===== config.mk =====
export PLATFORM = sky130hd
export DESIGN_NAME = frame_rate_policer
export DESIGN_NICKNAME = d
export VERILOG_FILES = /design/src/rtl/frp_pkg.sv /design/src/rtl/frp_interval_timer.sv /design/src/rtl/frp_bit_meter.sv /design/src/rtl/frp_classifier.sv /design/src/rtl/frame_rate_policer.sv
export SDC_FILE = /design/constraint.sdc
export NUM_CORES = 1
export LEC_CHECK = 0
export BUFFER_PORTS_ARGS = -buffer_cell sky130_fd_sc_hd__buf_4
export CORE_MARGIN = 2
export CORE_UTILIZATION = 50
export CTS_CLUSTER_DIAMETER = 30
export DETAILED_ROUTE_END_ITERATION = 10
export PLACE_DENSITY = 0.72
export SKIP_CTS_REPAIR_TIMING = 1
export SKIP_LAST_GASP = 1
export SYNTH_ARGS = -nofsm -noshare
export SYNTH_HDL_FRONTEND = slang
export SYNTH_SLANG_ARGS = --single-unit

===== constraint.sdc =====
create_clock -name clk -period 8.4 [get_ports clk]
set_clock_uncertainty 0.05 [all_clocks]
set_input_delay 2.52 -clock clk [delete_from_list [all_inputs] [get_ports clk]]
set_output_delay 2.52 -clock clk [all_outputs]
set_load 0.05 [all_outputs]

===== src/rtl/frp_pkg.sv =====
package frp_pkg;

    typedef enum logic [1:0] {
        CLS_CONFORM = 2'b00,
        CLS_EXCESS  = 2'b01,
        CLS_VIOLATE = 2'b10
    } frame_cls_e;

    typedef struct packed {
        logic       pass;
        logic       de;
        frame_cls_e cls;
    } verdict_t;

    function automatic verdict_t make_verdict(frame_cls_e c, logic de_in);
        verdict_t v;
        v.cls  = c;
        v.pass = (c != CLS_VIOLATE);
        v.de   = de_in | (c == CLS_EXCESS);
        return v;
    endfunction

endpackage


===== src/rtl/frp_interval_timer.sv =====
module frp_interval_timer #(
    parameter int TC_W = 32
) (
    input  logic            clk,
    input  logic            rst,
    input  logic [TC_W-1:0] cfg_ticks,
    output logic            interval_end
);
    logic [TC_W-1:0] remain;

    assign interval_end = (remain == '0);

    always_ff @(posedge clk) begin
        if (rst) begin
            remain <= cfg_ticks - TC_W'(1);
        end else if (interval_end) begin
            remain <= cfg_ticks - TC_W'(1);
        end else begin
            remain <= remain - TC_W'(1);
        end
    end
endmodule


===== src/rtl/frp_bit_meter.sv =====
module frp_bit_meter #(
    parameter int ACC_W = 25,
    parameter int LEN_W = 16
) (
    input  logic             clk,
    input  logic             rst,
    input  logic             clear,
    input  logic             add_en,
    input  logic [LEN_W-1:0] add_len,
    output logic [ACC_W-1:0] acc
);
    always_ff @(posedge clk) begin
        if (rst || clear) begin
            acc <= '0;
        end else if (add_en) begin
            acc <= acc + ACC_W'(add_len);
        end
    end
endmodule


===== src/rtl/frp_classifier.sv =====
module frp_classifier
    import frp_pkg::*;
#(
    parameter int ACC_W = 25,
    parameter int LEN_W = 16,
    parameter int BUR_W = 24
) (
    input  logic [ACC_W-1:0] acc,
    input  logic [LEN_W-1:0] len,
    input  logic [BUR_W-1:0] commit_bits,
    input  logic [BUR_W-1:0] excess_bits,
    output frame_cls_e       cls
);
    localparam int SUM_W = ACC_W + 1;

    logic [SUM_W-1:0] sum;
    logic [SUM_W-1:0] lim_commit;
    logic [SUM_W-1:0] lim_total;

    always_comb begin
        sum        = SUM_W'(acc) + SUM_W'(len);
        lim_commit = SUM_W'(commit_bits);
        lim_total  = SUM_W'(commit_bits) + SUM_W'(excess_bits);
        if (sum <= lim_commit) begin
            cls = CLS_CONFORM;
        end else if (sum <= lim_total) begin
            cls = CLS_EXCESS;
        end else begin
            cls = CLS_VIOLATE;
        end
    end
endmodule


===== src/rtl/frame_rate_policer.sv =====
module frame_rate_policer
    import frp_pkg::*;
#(
    parameter int LEN_W = 16,
    parameter int BUR_W = 24,
    parameter int TC_W  = 32
) (
    input  logic             clk,
    input  logic             rst,
    input  logic [TC_W-1:0]  cfg_tc_ticks,
    input  logic [BUR_W-1:0] cfg_commit_bits,
    input  logic [BUR_W-1:0] cfg_excess_bits,
    input  logic             frm_valid,
    input  logic [LEN_W-1:0] frm_len,
    input  logic             frm_de_in,
    output logic             dec_valid,
    output logic             dec_pass,
    output logic             dec_de,
    output logic [1:0]       dec_cls
);
    localparam int ACC_W = BUR_W + 1;

    logic             interval_end;
    logic [ACC_W-1:0] acc_bits;
    frame_cls_e       cls_now;
    verdict_t         verdict_now;
    verdict_t         verdict_q;
    logic             valid_q;
    logic             add_en;

    frp_interval_timer #(.TC_W(TC_W)) u_timer (
        .clk          (clk),
        .rst          (rst),
        .cfg_ticks    (cfg_tc_ticks),
        .interval_end (interval_end)
    );

    frp_classifier #(.ACC_W(ACC_W), .LEN_W(LEN_W), .BUR_W(BUR_W)) u_class (
        .acc         (acc_bits),
        .len         (frm_len),
        .commit_bits (cfg_commit_bits),
        .excess_bits (cfg_excess_bits),
        .cls         (cls_now)
    );

    assign verdict_now = make_verdict(cls_now, frm_de_in);
    assign add_en      = frm_valid && verdict_now.pass;

    frp_bit_meter #(.ACC_W(ACC_W), .LEN_W(LEN_W)) u_meter (
        .clk     (clk),
        .rst     (rst),
        .clear   (interval_end),
        .add_en  (add_en),
        .add_len (frm_len),
        .acc     (acc_bits)
    );

    always_ff @(posedge clk) begin
        if (rst) begin
            valid_q   <= 1'b0;
            verdict_q <= '0;
        end else begin
            valid_q <= frm_valid;
            if (frm_valid) begin
                verdict_q <= verdict_now;
            end
        end
    end

    assign dec_valid = valid_q;
    assign dec_pass  = verdict_q.pass;
    assign dec_de    = verdict_q.de;
    assign dec_cls   = verdict_q.cls;
endmodule


Word-level counts from Yosys, hierarchy flattened
Cells that the tools add are included.
{"block": "totals", "out_inout_bits": 5, "word_cells": 23, "ff_bits": 62}
{"block": "op_classes", "mux": 4, "n_lt_le_gt_ge": 2, "n_reduce_logical": 3, "addsub": 5, "n_eq_ne": 2, "bitwise_logic": 1}
{"operator": "$mux W32", "count": 2}
{"operator": "$sub A32 B1 Y32 const B", "count": 2}
{"operator": "$logic_not A32 Y1", "count": 1}
{"operator": "$add A25 B16 Y26", "count": 1}
{"operator": "$le A26 B24 Y1", "count": 1}
{"operator": "$le A26 B26 Y1", "count": 1}
{"operator": "$add A24 B24 Y25", "count": 1}
{"operator": "$add A25 B16 Y25", "count": 1}
{"operator": "$mux W2", "count": 2}
{"operator": "$eq A2 B1 Y1 const B", "count": 1}
{"operator": "$ne A2 B2 Y1 const B", "count": 1}
{"operator": "$logic_and A1 B1 Y1", "count": 1}
{"operator": "$logic_or A1 B1 Y1", "count": 1}
{"operator": "$or A1 B1 Y1", "count": 1}

Logic depth before layout (Yosys ltp)
Gate-level depths: netlist of the first run.
{"block": "logic_depth", "depth_word": 6, "depth_mapped": 21}

Hierarchy
Synthesis of the first run repeated with hierarchy kept, for this count alone.
{"block": "unflattened", "hier_cells": 946, "area_unflattened_um2": 7539.7}
{"mod": "frp_classifier", "seq_area_each_um2": 0.0, "instances": 1, "area_per_inst_um2": 3184.3, "cells_per_inst": 433}
{"mod": "frp_interval_timer", "seq_area_each_um2": 640.6, "instances": 1, "area_per_inst_um2": 2328.5, "cells_per_inst": 271}
{"mod": "frp_bit_meter", "seq_area_each_um2": 500.5, "instances": 1, "area_per_inst_um2": 1829.3, "cells_per_inst": 223}
{"mod": "frame_rate_policer", "seq_area_each_um2": 100.1, "instances": 1, "area_per_inst_um2": 197.7, "cells_per_inst": 19}

Worst setup path before layout of the first run
Ideal clock, no wire load.
{"block": "synth_path", "path_kind": "input-to-reg", "start": "input cfg_commit_bits[2]", "end": "register u_meter.acc[6]", "t_arrival_ps": 6424, "path_buffers": 1, "path_stages": 19, "slack_ps": 1794, "path_cell_list": "ha_1 -> and3_1 -> a2111o_1 -> a32oi_1 -> a41oi_1 -> a21oi_1 -> o21bai_1 -> a21oi_1 -> xor2_1 -> ha_1 -> and4_1 -> nand4_1 -> or4_1 -> mux2_2 -> o21ai_2 -> nand3_1 -> clkbuf_1 -> nand3_1 -> a21oi_1"}
{"block": "synth_between", "elab_chain_len": 6, "elab_cells_between_ends": 7, "cone_classes": "add/sub: 1; order compare: 2; eq/ne: 1; mux: 2; reduce/logical: 1"}
{"item": "start: declaration", "line": "frame_rate_policer.sv:11", "text": "input logic [BUR_W-1:0] cfg_commit_bits,"}
{"item": "$add A24 B24 Y25", "line": "frp_classifier.sv:23", "text": "lim_total = SUM_W'(commit_bits) + SUM_W'(excess_bits);"}
{"item": "$le A26 B26 Y1", "line": "frp_classifier.sv:26", "text": "end else if (sum <= lim_total) begin"}
{"item": "$mux W2", "line": "frp_classifier.sv:26"}
{"item": "$mux W2 *", "line": "frp_classifier.sv:24", "text": "if (sum <= lim_commit) begin"}
{"item": "$ne A2 B2 Y1 *", "line": "frp_pkg.sv:18", "text": "v.pass = (c != CLS_VIOLATE);"}
{"item": "$logic_and A1 B1 Y1 *", "line": "frame_rate_policer.sv:47", "text": "assign add_en = frm_valid && verdict_now.pass;"}
{"item": "end signal: assignment", "line": "frp_bit_meter.sv:16", "text": "acc <= acc + ACC_W'(add_len);"}
{"item": "end: declaration", "line": "frp_bit_meter.sv:10", "text": "output logic [ACC_W-1:0] acc"}
Mark *: on every way between the ends. The rest lies on a longest branch, timed or not.
A chain may end at the register's enable or synchronous reset.

Final worst setup path of the first run
{"block": "layout_path", "start": "input cfg_commit_bits[2]", "end": "register u_meter.acc[18]"}
Same word-level chain as after synthesis.

==> summary.txt, run 1 <==
Status
  • Status: complete, no violations

Synth
  • Post-Synth Adder-Cell Area: between 10% and 20%
  • Compound-cell area share of the yosys netlist: 21.57%
  • XOR/XNOR share of the synthesized area: approximately 13%
  • Synth area leaders: dfxtp_1 19%, ha_1 17%, xnor2_1 6.9%
  • Async SR Flop Fraction: 0%
  • Sequential area share after synthesis: 18.57%
  • Post-synth top flop: dfxtp_1
  • Simple-gate share of the synthesized area: between 20% and 30%
  • Mean post-synth cell area: 8.003 sq um
  • Mapped cell area: ~6700 sq um
  • Syn nets: roughly 1000
  • Synth warn: 0
  • Top cell type's share of synthesized area: 18.57%
  • Post-synth EDFFs: 0
  • Dominant combinational cell family by area after synthesis: simple AND/OR/NAND/NOR gates
  • Number of synthesized register bits: 62
  • Multiplexer area fraction after synthesis: approximately 1.7%
  • Synth area leader: dfxtp_1
  • Synthesized instance count: 835
  • Synth unique cells: between 70 and 80

Power and ir drop
  • PwrDens: approximately 190 nW/um^2
  • Maximum vdd drop: 0.1214 mV
  • Total leakage power: approximately 3.5 nW
  • Pint: 0.9115 mW
  • Combinational share of power: 51.4%
  • Net switching power: 0.5967 mW
  • Net Sw Frac: between 30 and 40%
  • Sequential share of power: approximately 25%
  • Clock power share: 24.0%

Setup path
  • Top delay family on crit path: compound AO/OA/AOI/OAI gates
  • Critical path's slowest cell: nand3_1
  • Crit. End Element: flip-flop
  • Req. time, crit path: 8.62 ns
  • Crit-path max cell delay: between 0.5 and 0.6 ns
  • CP arrival: around 7.4 ns
  • CP Class: primary input to flip-flop
  • Crit path launch type: primary input
  • Crit path buf inv count: 1
  • CP cell instances: buf_4 -> ha_1 -> and3_1 -> a2111o_1 -> a32oi_1 -> a41oi_1 -> a21oi_1 -> o21bai_1 -> a21oi_1 -> xor2_1 -> ha_1 -> and4_1 -> nand4_1 -> or4_1 -> mux2_2 -> o21ai_2 -> nand3_1 -> a21oi_1 -> mux2i_1
  • Most Frequent Cell on Critical Path: a21oi_1
  • CP max FO: 17

Clock tree
  • Inserted Clock Buffers: 9
  • CTS tree: done
  • Clk slew on worst S/H paths: ~0.050 ns
  • Root buffer cell: clkbuf_16
  • Clock sink count: 62
  • Clk_lat worst skew: about 0.33 ns
  • Clk buf depth: 2
  • Htree depth: 3

GRT
  • Largest net degree at the start of global routing: 50
  • First-pass GRT wire length: 26630 microns
  • GRT Total Usage: about 22%
  • Initial antenna violation count: 0
  • Vias in the first global route: between 5000 and 6000
  • Gr ovfl total: 0

Floorplanning
  • Die H: 119.6 microns
  • FP Rows: 42
  • Starting density of the core: about half
  • Die Footprint: 14310 sq um
  • Placeable Area: between 10000 and 15000 sq um
  • Die Span X: ~120 microns
  • I/O Pins: roughly 110

Drt
  • Metal-1 WL: roughly 7400 microns
  • Detailed Route WL: 15610 microns
  • Max layer used: met4
  • DRT iter0 DRCs: roughly 290
  • # DRC: 0
  • Post-DR vias/cell: about 5.7
  • Wire per inst: around 14 microns
  • Met3 routed WL: 713 microns
  • Routed length on met2: 7061 microns
  • DR pass1 iterations: 5
  • Routed Antenna Nets: 0
  • Vias after detailed routing: 6282

Placed design
  • IO buf count: about 100
  • Final HPWL DP: around 13000 microns
  • Final GP Congestion: 0.8547

STA
  • Final hold violations: 0
  • Achievable Freq: 138.5 MHz
  • Unrepaired setup endpoints after global routing: false
  • Final setup fails: 0
  • Tmin final: between 7 and 8 ns
  • Final period util: 85.95%
  • Max_slew headroom: between 30% and 40%
  • Total negative slack: 0 ns
  • Hold WS: between 0.4 and 0.5 ns
  • Worst-margin pin slew: 0.9040 ns
  • Max-slew violations: 0

Layout
  • # diodes: 0
  • Commonest non-fill, non-tap cell in the layout: buf_4
  • Final nets: approximately 1100
  • Filler cells: 1263
  • Share of layout cells above drive strength 1: approximately 17%
  • Utilization after layout: 59.89%
  • Commonest cells after routing, fill and taps aside: 107 x buf_4, 92 x ha_1, 69 x a21oi_1, 62 x nor2_1, 62 x dfxtp_1
  • Area grow syn2layout: 17.73%

Min path
  • Hold Crit Class: flip-flop to flip-flop

Flow run
  • Max-cap violation count: 0
[power groups by stage]
stage	clock network, mW	logic (mW)	registers, mW
after global placement	0	0.758	0.376
after floorplan	0	0.569	0.371
after global routing	0.379	0.881	0.376
after CTS	0.370	0.774	0.371
after detailed placement	0	0.770	0.377
final	0.361	0.775	0.372
[through the flow]
stage | std cells | cell area (sq um) | total power [mW] | setup slack (ns)
after CTS | 1111 | 7868 | 1.515 | 1.264
after global placement | 1096 | 7577 | 1.134 | 1.025
after global routing | 1111 | 7868 | 1.636 | 0.8775
after floorplan | 835 | 6683 | 0.9405 | 1.794
final | 1111 | 7868 | 1.508 | 1.180
after detailed placement | 1096 | 7577 | 1.147 | 0.9230
[worst min-delay path: stages (launching register included)]
cell     delay [ns]
dfxtp_1        0.31
nand2_1        0.05
a21oi_1        0.05
[cell usage after synthesis, drive strengths merged (3+ instances only)]
| cell | number |
|---|---|
| and4 | 6 |
| a21oi | 72 |
| a21o | 20 |
| nor2 | 62 |
| ha | 92 |
| mux2i | 10 |
| nor3 | 21 |
| nor4b | 3 |
| a311oi | 4 |
| and2 | 5 |
| nand4 | 14 |
| a41oi | 3 |
| a31oi | 10 |
| o41ai | 3 |
| dfxtp | 62 |
| o21a | 9 |
| o31ai | 5 |
| inv | 45 |
| o21bai | 4 |
| o211ai | 9 |
| xor2 | 45 |
| nor2b | 5 |
| nand3 | 41 |
| a21boi | 4 |
| clkbuf | 7 |
| xnor2 | 53 |
| buf | 15 |
| a211o | 3 |
| or4 | 15 |
| a32oi | 3 |
| and3 | 11 |
| or3 | 6 |
| nand2 | 61 |
| nand2b | 7 |
| a211oi | 3 |
| nor4 | 16 |
| o21ai | 58 |
[final timing paths]
check / from / endpoint / slack, ns / cells after the start
worst min register to register: dec_cls[1] / dec_cls[1] / 0.42 / 2
worst max-delay path: cfg_commit_bits[2] / u_meter.acc[18] / 1.18 / 19
worst min-delay path: dec_cls[1] / dec_cls[1] / 0.42 / 2
worst max register to register: u_meter.acc[0] / u_meter.acc[18] / 3.35 / 17
[area by class of cell]
| type | count | area [sq um] | area share [%] |
|---|---|---|---|
| inverter | 45 | 168.9 | 2.147 |
| multi-input combinational | 706 | 5144 | 65.38 |
| timing repair buffer | 107 | 803.3 | 10.21 |
| sequential | 62 | 1241 | 15.78 |
| tap | 176 | 220.2 | 2.799 |
| clock inverter | 4 | 47.55 | 0.6043 |
| clock buffer | 11 | 242.7 | 3.085 |
[registers in the layout, indices dropped and copies added (netlist names)]
| register | cells |
|---|---|
| u_timer.remain | 32 |
| u_meter.acc | 25 |
| dec_cls | 2 |
| dec_de | 1 |
| dec_pass | 1 |
| dec_valid | 1 |
[cells by family after synthesis]
logic type / after synthesis
AOI/OAI and AO/OA: 224
xor gates and xnor gates: 98
adders and majority gates: 94
buffers and inverters: 67
DFF: 62
muxes: 11
and+or+nand+nor: 279
[metal layers]
layer,up-vias,track usage (%)
li1,3273,-
met1,2841,29.81
met2,148,36.61
met3,20,3.089
met4,0,8.382
met5,-,0
Note: power is estimated with default switching activity, not from simulation.
==> run 2: changes to the inputs <==
--- a/config.mk
+++ b/config.mk
@@ -5,12 +5,13 @@
 export SDC_FILE = /design/constraint.sdc
 export NUM_CORES = 1
 export LEC_CHECK = 0
+export ABC_AREA = 1
 export BUFFER_PORTS_ARGS = -buffer_cell sky130_fd_sc_hd__buf_4
 export CORE_MARGIN = 2
 export CORE_UTILIZATION = 50
 export CTS_CLUSTER_DIAMETER = 30
 export DETAILED_ROUTE_END_ITERATION = 10
-export PLACE_DENSITY = 0.72
+export PLACE_DENSITY = 0.71
 export SKIP_CTS_REPAIR_TIMING = 1
 export SKIP_LAST_GASP = 1
 export SYNTH_ARGS = -nofsm -noshare
==> run 2 against run 1 <==
Against the previous run: critical path depth rose by 2; synthesized area is 5.9% higher; total power is 7.6% lower; clock-buffer cell count is 1 higher; largest power group unchanged; non-clock buffer count down 2; synthesized cell count increased by 28%; highest routed layer unchanged; sequential cell count stayed put; combinational power shrank 16%; register-to-register slack gained 0.93 ns; global-route usage is 1.1 points higher; via count up 9.5%.
==> summary.txt, run 2 <==
Placed design
  • Final HPWL DP: 14040 microns (was 12650 microns)
  • DP Cell Count: 1339 (was 1096)
  • Final GP Congestion: 0.9403 (was 0.8547)
  • IO buf count: 104 (unchanged)

Setup path
  • Crit-path max cell delay: 0.42 ns (was 0.52 ns)
  • Critical path's slowest cell: o21ai_0 (was nand3_1)
  • Crit. End Element: flip-flop (unchanged)
  • CP max FO: 23 (was 17)
  • CP arrival: 6.83 ns (was 7.44 ns)
  • CP cell instances: buf_4 -> ha_1 -> inv_1 -> fa_1 -> o21ai_0 -> a31oi_1 -> o21ai_0 -> a21oi_1 -> o21ai_0 -> xnor2_1 -> ha_1 -> nand2_1 -> nor2_1 -> nand4_1 -> nor3_1 -> a21oi_2 -> nand3_4 -> nand2_8 -> inv_6 -> nor2_2 -> nor2_2 (was buf_4 -> ha_1 -> and3_1 -> a2111o_1 -> a32oi_1 -> a41oi_1 -> a21oi_1 -> o21bai_1 -> a21oi_1 -> xor2_1 -> ha_1 -> and4_1 -> nand4_1 -> or4_1 -> mux2_2 -> o21ai_2 -> nand3_1 -> a21oi_1 -> mux2i_1)
  • Crit path launch type: primary input (unchanged)
  • Most Frequent Cell on Critical Path: o21ai_0 (was a21oi_1)
  • CP Class: primary input to flip-flop (unchanged)
  • Req. time, crit path: 8.62 ns (about the same)

Floorplanning
  • Die Span X: 123.0 microns (was 119.6 microns)
  • Starting density of the core: 51.18% (was 50.87%)
  • Die H: 123.0 microns (was 119.6 microns)
  • Placeable Area: 13830 sq um (was 13140 sq um)
  • I/O Pins: 105 (unchanged)
  • Die Footprint: 15120 sq um (was 14310 sq um)
  • FP Rows: 43 (was 42)

Synth
  • Most frequent cell after synthesis: nand2_1 (was ha_1)
  • Synth warn: 0 (unchanged)
  • Top cell type's share of synthesized area: 17.54% (was 18.57%)
  • Post-synth top flop: dfxtp_1 (unchanged)
  • Sequential area share after synthesis: 17.54% (was 18.57%)
  • Synth top cells by count: 241 x nand2_1, 134 x inv_1, 125 x nor2_1 (was 92 x ha_1, 69 x a21oi_1, 62 x dfxtp_1, 62 x nor2_1, 59 x nand2_1)
  • Synth unique cells: 56 (was 75)
  • Synth area leaders: dfxtp_1 18%, ha_1 16%, nand2_1 13% (was dfxtp_1 19%, ha_1 17%, xnor2_1 6.9%)
  • Synth area leader: dfxtp_1 (unchanged)
  • Post-synth EDFFs: 0 (unchanged)
  • Syn nets: 1263 (was 1029)
  • Mapped cell area: 7077 sq um (was 6683 sq um)
  • Synthesized instance count: 1069 (was 835)
  • Mean post-synth cell area: 6.620 sq um (was 8.003 sq um)
  • Async SR Flop Fraction: 0% (unchanged)
  • Number of synthesized register bits: 62 (unchanged)

Clock tree
  • CTS tree: done (unchanged)
  • Inserted Clock Buffers: 9 (unchanged)
  • Clk slew on worst S/H paths: 0.05 ns (about the same)
  • Clk buf depth: 2 (unchanged)
  • Root buffer cell: clkbuf_16 (unchanged)
  • Clk_lat worst skew: 0.33 ns (about the same)
  • Htree depth: 3 (unchanged)
  • Clock sink count: 62 (unchanged)

Layout
  • Filler cells: 1375 (was 1263)
  • Most flop-heavy register: u_timer.remain (unchanged)
  • Share of layout cells above drive strength 1: 16.51% (was 16.58%)
  • Area grow syn2layout: 16.96% (was 17.73%)
  • Commonest non-fill, non-tap cell in the layout: nand2_1 (was buf_4)
  • Final nets: 1364 (was 1125)
  • Max FFs per register: 32 (unchanged)
  • # diodes: 0 (unchanged)
  • Commonest cells after routing, fill and taps aside: 241 x nand2_1, 134 x inv_1, 125 x nor2_1, 105 x buf_4, 92 x ha_1 (was 107 x buf_4, 92 x ha_1, 69 x a21oi_1, 62 x nor2_1, 62 x dfxtp_1)
  • Cell Count, Final, Fillers Out: 1355 (was 1111)

STA
  • Final setup fails: 0 (unchanged)
  • Max_slew headroom: 30.32% (was 39.73%)
  • Total negative slack: 0 ns (unchanged)
  • Final hold violations: 0 (unchanged)
  • Final period util: 78.73% (was 85.95%)
  • Max-slew violations: 0 (unchanged)
  • Achievable Freq: 151.2 MHz (was 138.5 MHz)
  • Unrepaired setup endpoints after global routing: false (unchanged)
  • Tmin final: 6.613 ns (was 7.220 ns)
  • Worst-margin pin slew: 1.044 ns (was 0.9040 ns)

Drt
  • Routed Antenna Nets: 0 (unchanged)
  • Wire per inst: 12.70 microns (was 14.05 microns)
  • Post-DR vias/cell: 5.077 (was 5.654)
  • Detailed Route WL: 17220 microns (was 15610 microns)
  • DRT iter0 DRCs: 273 (was 287)
  • DR pass1 iterations: 5 (unchanged)
  • Vias after detailed routing: 6880 (was 6282)
  • # DRC: 0 (unchanged)

Flow run
  • Max-cap violation count: 0 (unchanged)

Power and ir drop
  • PwrDens: 168.4 nW/um^2 (was 191.7 nW/um^2)
  • Total leakage power: 4.243 nW (was 3.505 nW)
  • Maximum vdd drop: 0.1154 mV (was 0.1214 mV)

GRT
  • Gr ovfl total: 0 (unchanged)
  • Vias in the first global route: 6501 (was 5911)
  • First-pass GRT wire length: 28410 microns (was 26630 microns)
  • GRT Total Usage: 23.47% (was 22.33%)
  • Initial antenna violation count: 0 (unchanged)
  • Largest net degree at the start of global routing: 64 (was 50)

Min path
  • Hold Crit Class: flip-flop to flip-flop (unchanged)

Status
  • Status: complete, no violations (unchanged)
[run 2: changes by cell type in the layout (fill, tap and decap cells not counted), sizes merged, moves of 14 or more]
cell / before / now
a21o: 20 / 5
inv: 45 / 138
nand2: 61 / 248
nor2: 62 / 173
or4: 15 / 1
xnor2: 53 / 32
[run 2: worst max-delay path: cells and delay by family]
family                     cells  cell delay [ns]
AOI/OAI and AO/OA              6             1.56
xor gates and xnor gates       1             0.15
adders and majority gates      3             0.92
buffers and inverters          3             0.44
and+or+nand+nor                8             1.23
[run 2: final timing paths]
path | from | endpoint | slack, ns | cells after the start
hold / removal | u_timer.remain[0] | u_timer.remain[0] | 0.41 | 1
setup reg to reg | u_meter.acc[0] | u_meter.acc[4] | 4.28 | 24
setup / recovery | cfg_commit_bits[0] | u_meter.acc[12] | 1.79 | 21
hold reg to reg | u_timer.remain[0] | u_timer.remain[0] | 0.41 | 1
[run 2: through the flow]
| stage | hold slack [ns] | setup WS, ns | instance area, sq um | util (%) | power, mW |
|---|---|---|---|---|---|
| floorplan | 0.3766 | 2.401 | 7077 | - | 0.8501 |
| global placement | 0.3988 | 1.617 | 7975 | 57.68 | 1.010 |
| detailed placement | 0.4016 | 1.515 | 7975 | 57.68 | 1.021 |
| CTS | 0.4088 | 1.859 | 8277 | 59.86 | 1.401 |
| global route | 0.4559 | 1.257 | 8277 | 59.86 | 1.514 |
| finish | 0.4105 | 1.787 | 8277 | 59.86 | 1.394 |
[run 2: power by group]
group | total (mW) | internal, mW | switching, mW
Sequential | 0.366 | 0.332 | 0.0345
Combinational | 0.654 | 0.266 | 0.388
Clock | 0.374 | 0.244 | 0.130
Total | 1.39 | 0.841 | 0.552
[run 2: area by class of cell]
class | instances | area, sq um | share of cell area (%)
inverter | 138 | 523.0 | 6.319
clock buffer | 12 | 256.5 | 3.099
timing repair buffer | 105 | 788.3 | 9.524
sequential | 62 | 1241 | 15.00
clock inverter | 4 | 45.04 | 0.5442
tap | 180 | 225.2 | 2.721
multi-input combinational | 854 | 5197 | 62.80
[run 2: logic make-up (layout without fill, tap and decap cells)]
kind of cell             count (synthesis)  in the layout  share of synthesized area (%)
multiplexers                             1              1                         0.1414
AND/OR/NAND/NOR                        516            516                          32.99
XOR/XNOR                                88             88                          10.89
adder cells (fa/ha/maj)                 94             94                          16.83
AO/OA/AOI/OAI                          155            155                          12.59
flip-flops                              62             62                          17.54
buffers and inverters                  153            259                          9.017
[run 2: routing by layer]
metal	vias up	global-route usage, %	part of all wire (%)
met1	2994	29.44	45
met3	35	3.090	5.1
met2	167	40.06	46
met4	0	10.58	3.5
met5	-	0	0
li1	3684	-	-
==> run 3: changes to the inputs <==
==> constraint.sdc (replaced) <==
create_clock -name clk -period 6.28 [get_ports clk]
set_clock_uncertainty 0.05 [all_clocks]
set_input_delay 1.884 -clock clk [delete_from_list [all_inputs] [get_ports clk]]
set_output_delay 1.884 -clock clk [all_outputs]
set_load 0.05 [all_outputs]
==> run 3 against run 2 <==
Against the previous run: die area unchanged; hold slack got worse by 0.0032 ns; first-iteration DRC count increased by 6.2%; combinational power increased by 33%; clock power increased by 36%; global-route usage decreased by 0.26 points; final cell count increased by 0.37%; critical endpoint is now u_meter.acc[4]; highest routed layer unchanged.
==> summary.txt, run 3 (synthesized netlist as in run 2, its figures left out) <==
Clock tree
  • Clk_lat worst skew: 0.33 ns (about the same)
  • Inserted Clock Buffers: 9 (unchanged)
  • Clk buf depth: 2 (unchanged)
  • Htree depth: 3 (unchanged)
  • Clock sink count: 62 (unchanged)
  • CTS tree: done (unchanged)
  • Clk slew on worst S/H paths: 0.06 ns (was 0.05 ns)
  • Root buffer cell: clkbuf_16 (unchanged)

Setup path
  • Top delay family on crit path: compound AO/OA/AOI/OAI gates (unchanged)
  • CP max FO: 12 (was 23)
  • Req. time, crit path: 6.50 ns (was 8.62 ns)
  • Crit path launch type: primary input (unchanged)
  • FF-to-FF Start: u_meter.acc[0] (unchanged)
  • Crit path buf inv count: 4 (was 3)
  • CP Class: primary input to flip-flop (unchanged)
  • Crit. End Element: flip-flop (unchanged)
  • Flop2flop setup slack: 2.06 ns (was 4.28 ns)
  • CP arrival: 5.92 ns (was 6.83 ns)
  • Critical path's slowest cell: fa_1 (was o21ai_0)
  • Reg-to-reg endpoint: u_meter.acc[0] (was u_meter.acc[4])
  • R2R cell count: 23 (was 24)
  • Crit-path max cell delay: 0.39 ns (was 0.42 ns)
  • CP cell instances: buf_4 -> ha_1 -> inv_1 -> fa_1 -> o21ai_0 -> a31oi_1 -> o21ai_0 -> a21oi_1 -> o21ai_0 -> a21oi_1 -> xor2_1 -> ha_1 -> nand2_1 -> nor2_1 -> inv_1 -> nor2_1 -> nand2_1 -> a21oi_2 -> nand3_4 -> buf_12 -> nand3_1 -> nand2_1 -> nor2_2 (was buf_4 -> ha_1 -> inv_1 -> fa_1 -> o21ai_0 -> a31oi_1 -> o21ai_0 -> a21oi_1 -> o21ai_0 -> xnor2_1 -> ha_1 -> nand2_1 -> nor2_1 -> nand4_1 -> nor3_1 -> a21oi_2 -> nand3_4 -> nand2_8 -> inv_6 -> nor2_2 -> nor2_2)

STA
  • Max-slew violations: 0 (unchanged)
  • Final period util: 90.78%
  • Unrepaired setup endpoints after global routing: false (unchanged)
  • Achievable Freq: about 180 MHz
  • Final setup fails: 0 (unchanged)
  • Total negative slack: 0 ns (unchanged)
  • Setup ws final: 0.5792 ns (was 1.787 ns)
  • Max_slew headroom: 32.54% (was 30.32%)
  • Tmin final: ~5.7 ns
  • Final hold violations: 0 (unchanged)
  • Worst-margin pin slew: 1.010 ns (was 1.044 ns)

Floorplanning
  • FP Rows: 43 (unchanged)
  • Die Span X: 123.0 microns (unchanged)
  • Placeable Area: 13830 sq um (unchanged)
  • Starting density of the core: 51.18% (unchanged)
  • Die H: 123.0 microns (unchanged)
  • I/O Pins: 105 (unchanged)
  • Die Footprint: 15120 sq um (unchanged)

Layout
  • Commonest non-fill, non-tap cell in the layout: nand2_1 (unchanged)
  • Max FFs per register: 32 (unchanged)
  • Final nets: 1369 (was 1364)
  • Share of layout cells above drive strength 1: 16.95% (was 16.51%)
  • # diodes: 0 (unchanged)
  • Commonest cells after routing, fill and taps aside: 241 x nand2_1, 134 x inv_1, 125 x nor2_1, 109 x buf_4, 92 x ha_1 (was 241 x nand2_1, 134 x inv_1, 125 x nor2_1, 105 x buf_4, 92 x ha_1)
  • Most flop-heavy register: u_timer.remain (unchanged)
  • Area grow syn2layout: 17.79% (was 16.96%)

GRT
  • GRT Total Usage: 23.21% (was 23.47%)
  • Initial antenna violation count: 0 (unchanged)
  • Largest net degree at the start of global routing: 64 (unchanged)
  • Gr ovfl total: 0 (unchanged)
  • Vias in the first global route: 6481 (was 6501)
  • First-pass GRT wire length: 28370 microns (was 28410 microns)

Power and ir drop
  • Maximum vdd drop: 0.1472 mV (was 0.1154 mV)
  • Pint: 1.131 mW (was 0.8413 mW)
  • Sequential share of power: 26.2% (was 26.3%)
  • Combinational share of power: 46.6% (was 46.9%)
  • Total leakage power: 4.265 nW (was 4.243 nW)
  • PwrDens: 224.4 nW/um^2 (was 168.4 nW/um^2)
  • Clock power share: 27.2% (was 26.8%)
  • Net Sw Frac: 39.56% (was 39.63%)
  • Net switching power: 0.7401 mW (was 0.5523 mW)

Drt
  • DRT iter0 DRCs: 290 (was 273)
  • Routed Antenna Nets: 0 (unchanged)
  • Detailed Route WL: 16920 microns (was 17220 microns)
  • # DRC: 0 (unchanged)
  • Wire per inst: 12.44 microns (was 12.70 microns)
  • Post-DR vias/cell: 5.119 (was 5.077)
  • DR pass1 iterations: 5 (unchanged)
  • Vias after detailed routing: 6962 (was 6880)

Placed design
  • Final HPWL DP: 13890 microns (was 14040 microns)
  • Pre-CTS setup slack: 0.2903 ns (was 1.515 ns)
  • IO buf count: 104 (unchanged)
  • Final GP Congestion: 0.9183 (was 0.9403)

Flow run
  • Max-cap violation count: 0 (unchanged)

Min path
  • Hold worst-path end: u_timer.remain[0] (unchanged)
  • Hold Startpoint: u_timer.remain[0] (unchanged)
  • Hold Crit Class: flip-flop to flip-flop (unchanged)
  • Hold Path Cell Cnt: 1 (unchanged)

Status
  • Status: complete, no violations (unchanged)
==> run 3: worst max path at each step <==
stage / start / endpoint / slack, ns / cells after the start
after floorplan: cfg_commit_bits[0] / u_meter.acc[18] / 0.92 / 23
after global placement: cfg_commit_bits[0] / u_meter.acc[24] / 0.38 / 24
after detailed placement: cfg_commit_bits[0] / u_meter.acc[0] / 0.29 / 23
after CTS: cfg_commit_bits[0] / u_meter.acc[0] / 0.63 / 23
after global routing: cfg_commit_bits[0] / u_meter.acc[17] / 0.1 / 24
final: cfg_commit_bits[0] / u_meter.acc[4] / 0.58 / 23
==> run 3: cell type report <==
cell class	count	area, sq um
timing repair buffer	110	838.3
clock buffer	11	252.7
multi-input combinational	854	5197
clock inverter	5	57.56
fill	1365	5492
inverter	138	523.0
tap	180	225.2
sequential	62	1241
==> run 3: per-layer routing <==
metal | up-vias | share of wire (%) | track usage [%]
li1 | 3706 | - | -
met1 | 3040 | 46 | 29.92
met2 | 190 | 46 | 39.78
met3 | 26 | 5.2 | 2.768
met4 | 0 | 2.7 | 8.594
met5 | - | 0 | 0
==> run 3: per-stage QoR <==
step / std cells / utilization (%) / hold WS (ns) / instance area [sq um] / power [mW]
after floorplan: 1069 / - / 0.3766 / 7077 / 1.137
after detailed placement: 1344 / 58.04 / 0.3990 / 8025 / 1.367
after CTS: 1360 / 60.28 / 0.4064 / 8335 / 1.884
after global routing: 1360 / 60.28 / 0.4396 / 8335 / 2.040
final: 1360 / 60.28 / 0.4073 / 8335 / 1.871
after global placement: 1344 / 58.04 / 0.3949 / 8025 / 1.352
==> run 3: power groups by stage <==
| stage | Combinational (mW) | Sequential [mW] | Clock [mW] |
|---|---|---|---|
| after global routing | 1.01 | 0.496 | 0.533 |
| after global placement | 0.855 | 0.497 | 0 |
| after CTS | 0.876 | 0.490 | 0.519 |
| after detailed placement | 0.870 | 0.497 | 0 |
| after floorplan | 0.642 | 0.495 | 0 |
| final | 0.872 | 0.490 | 0.508 |
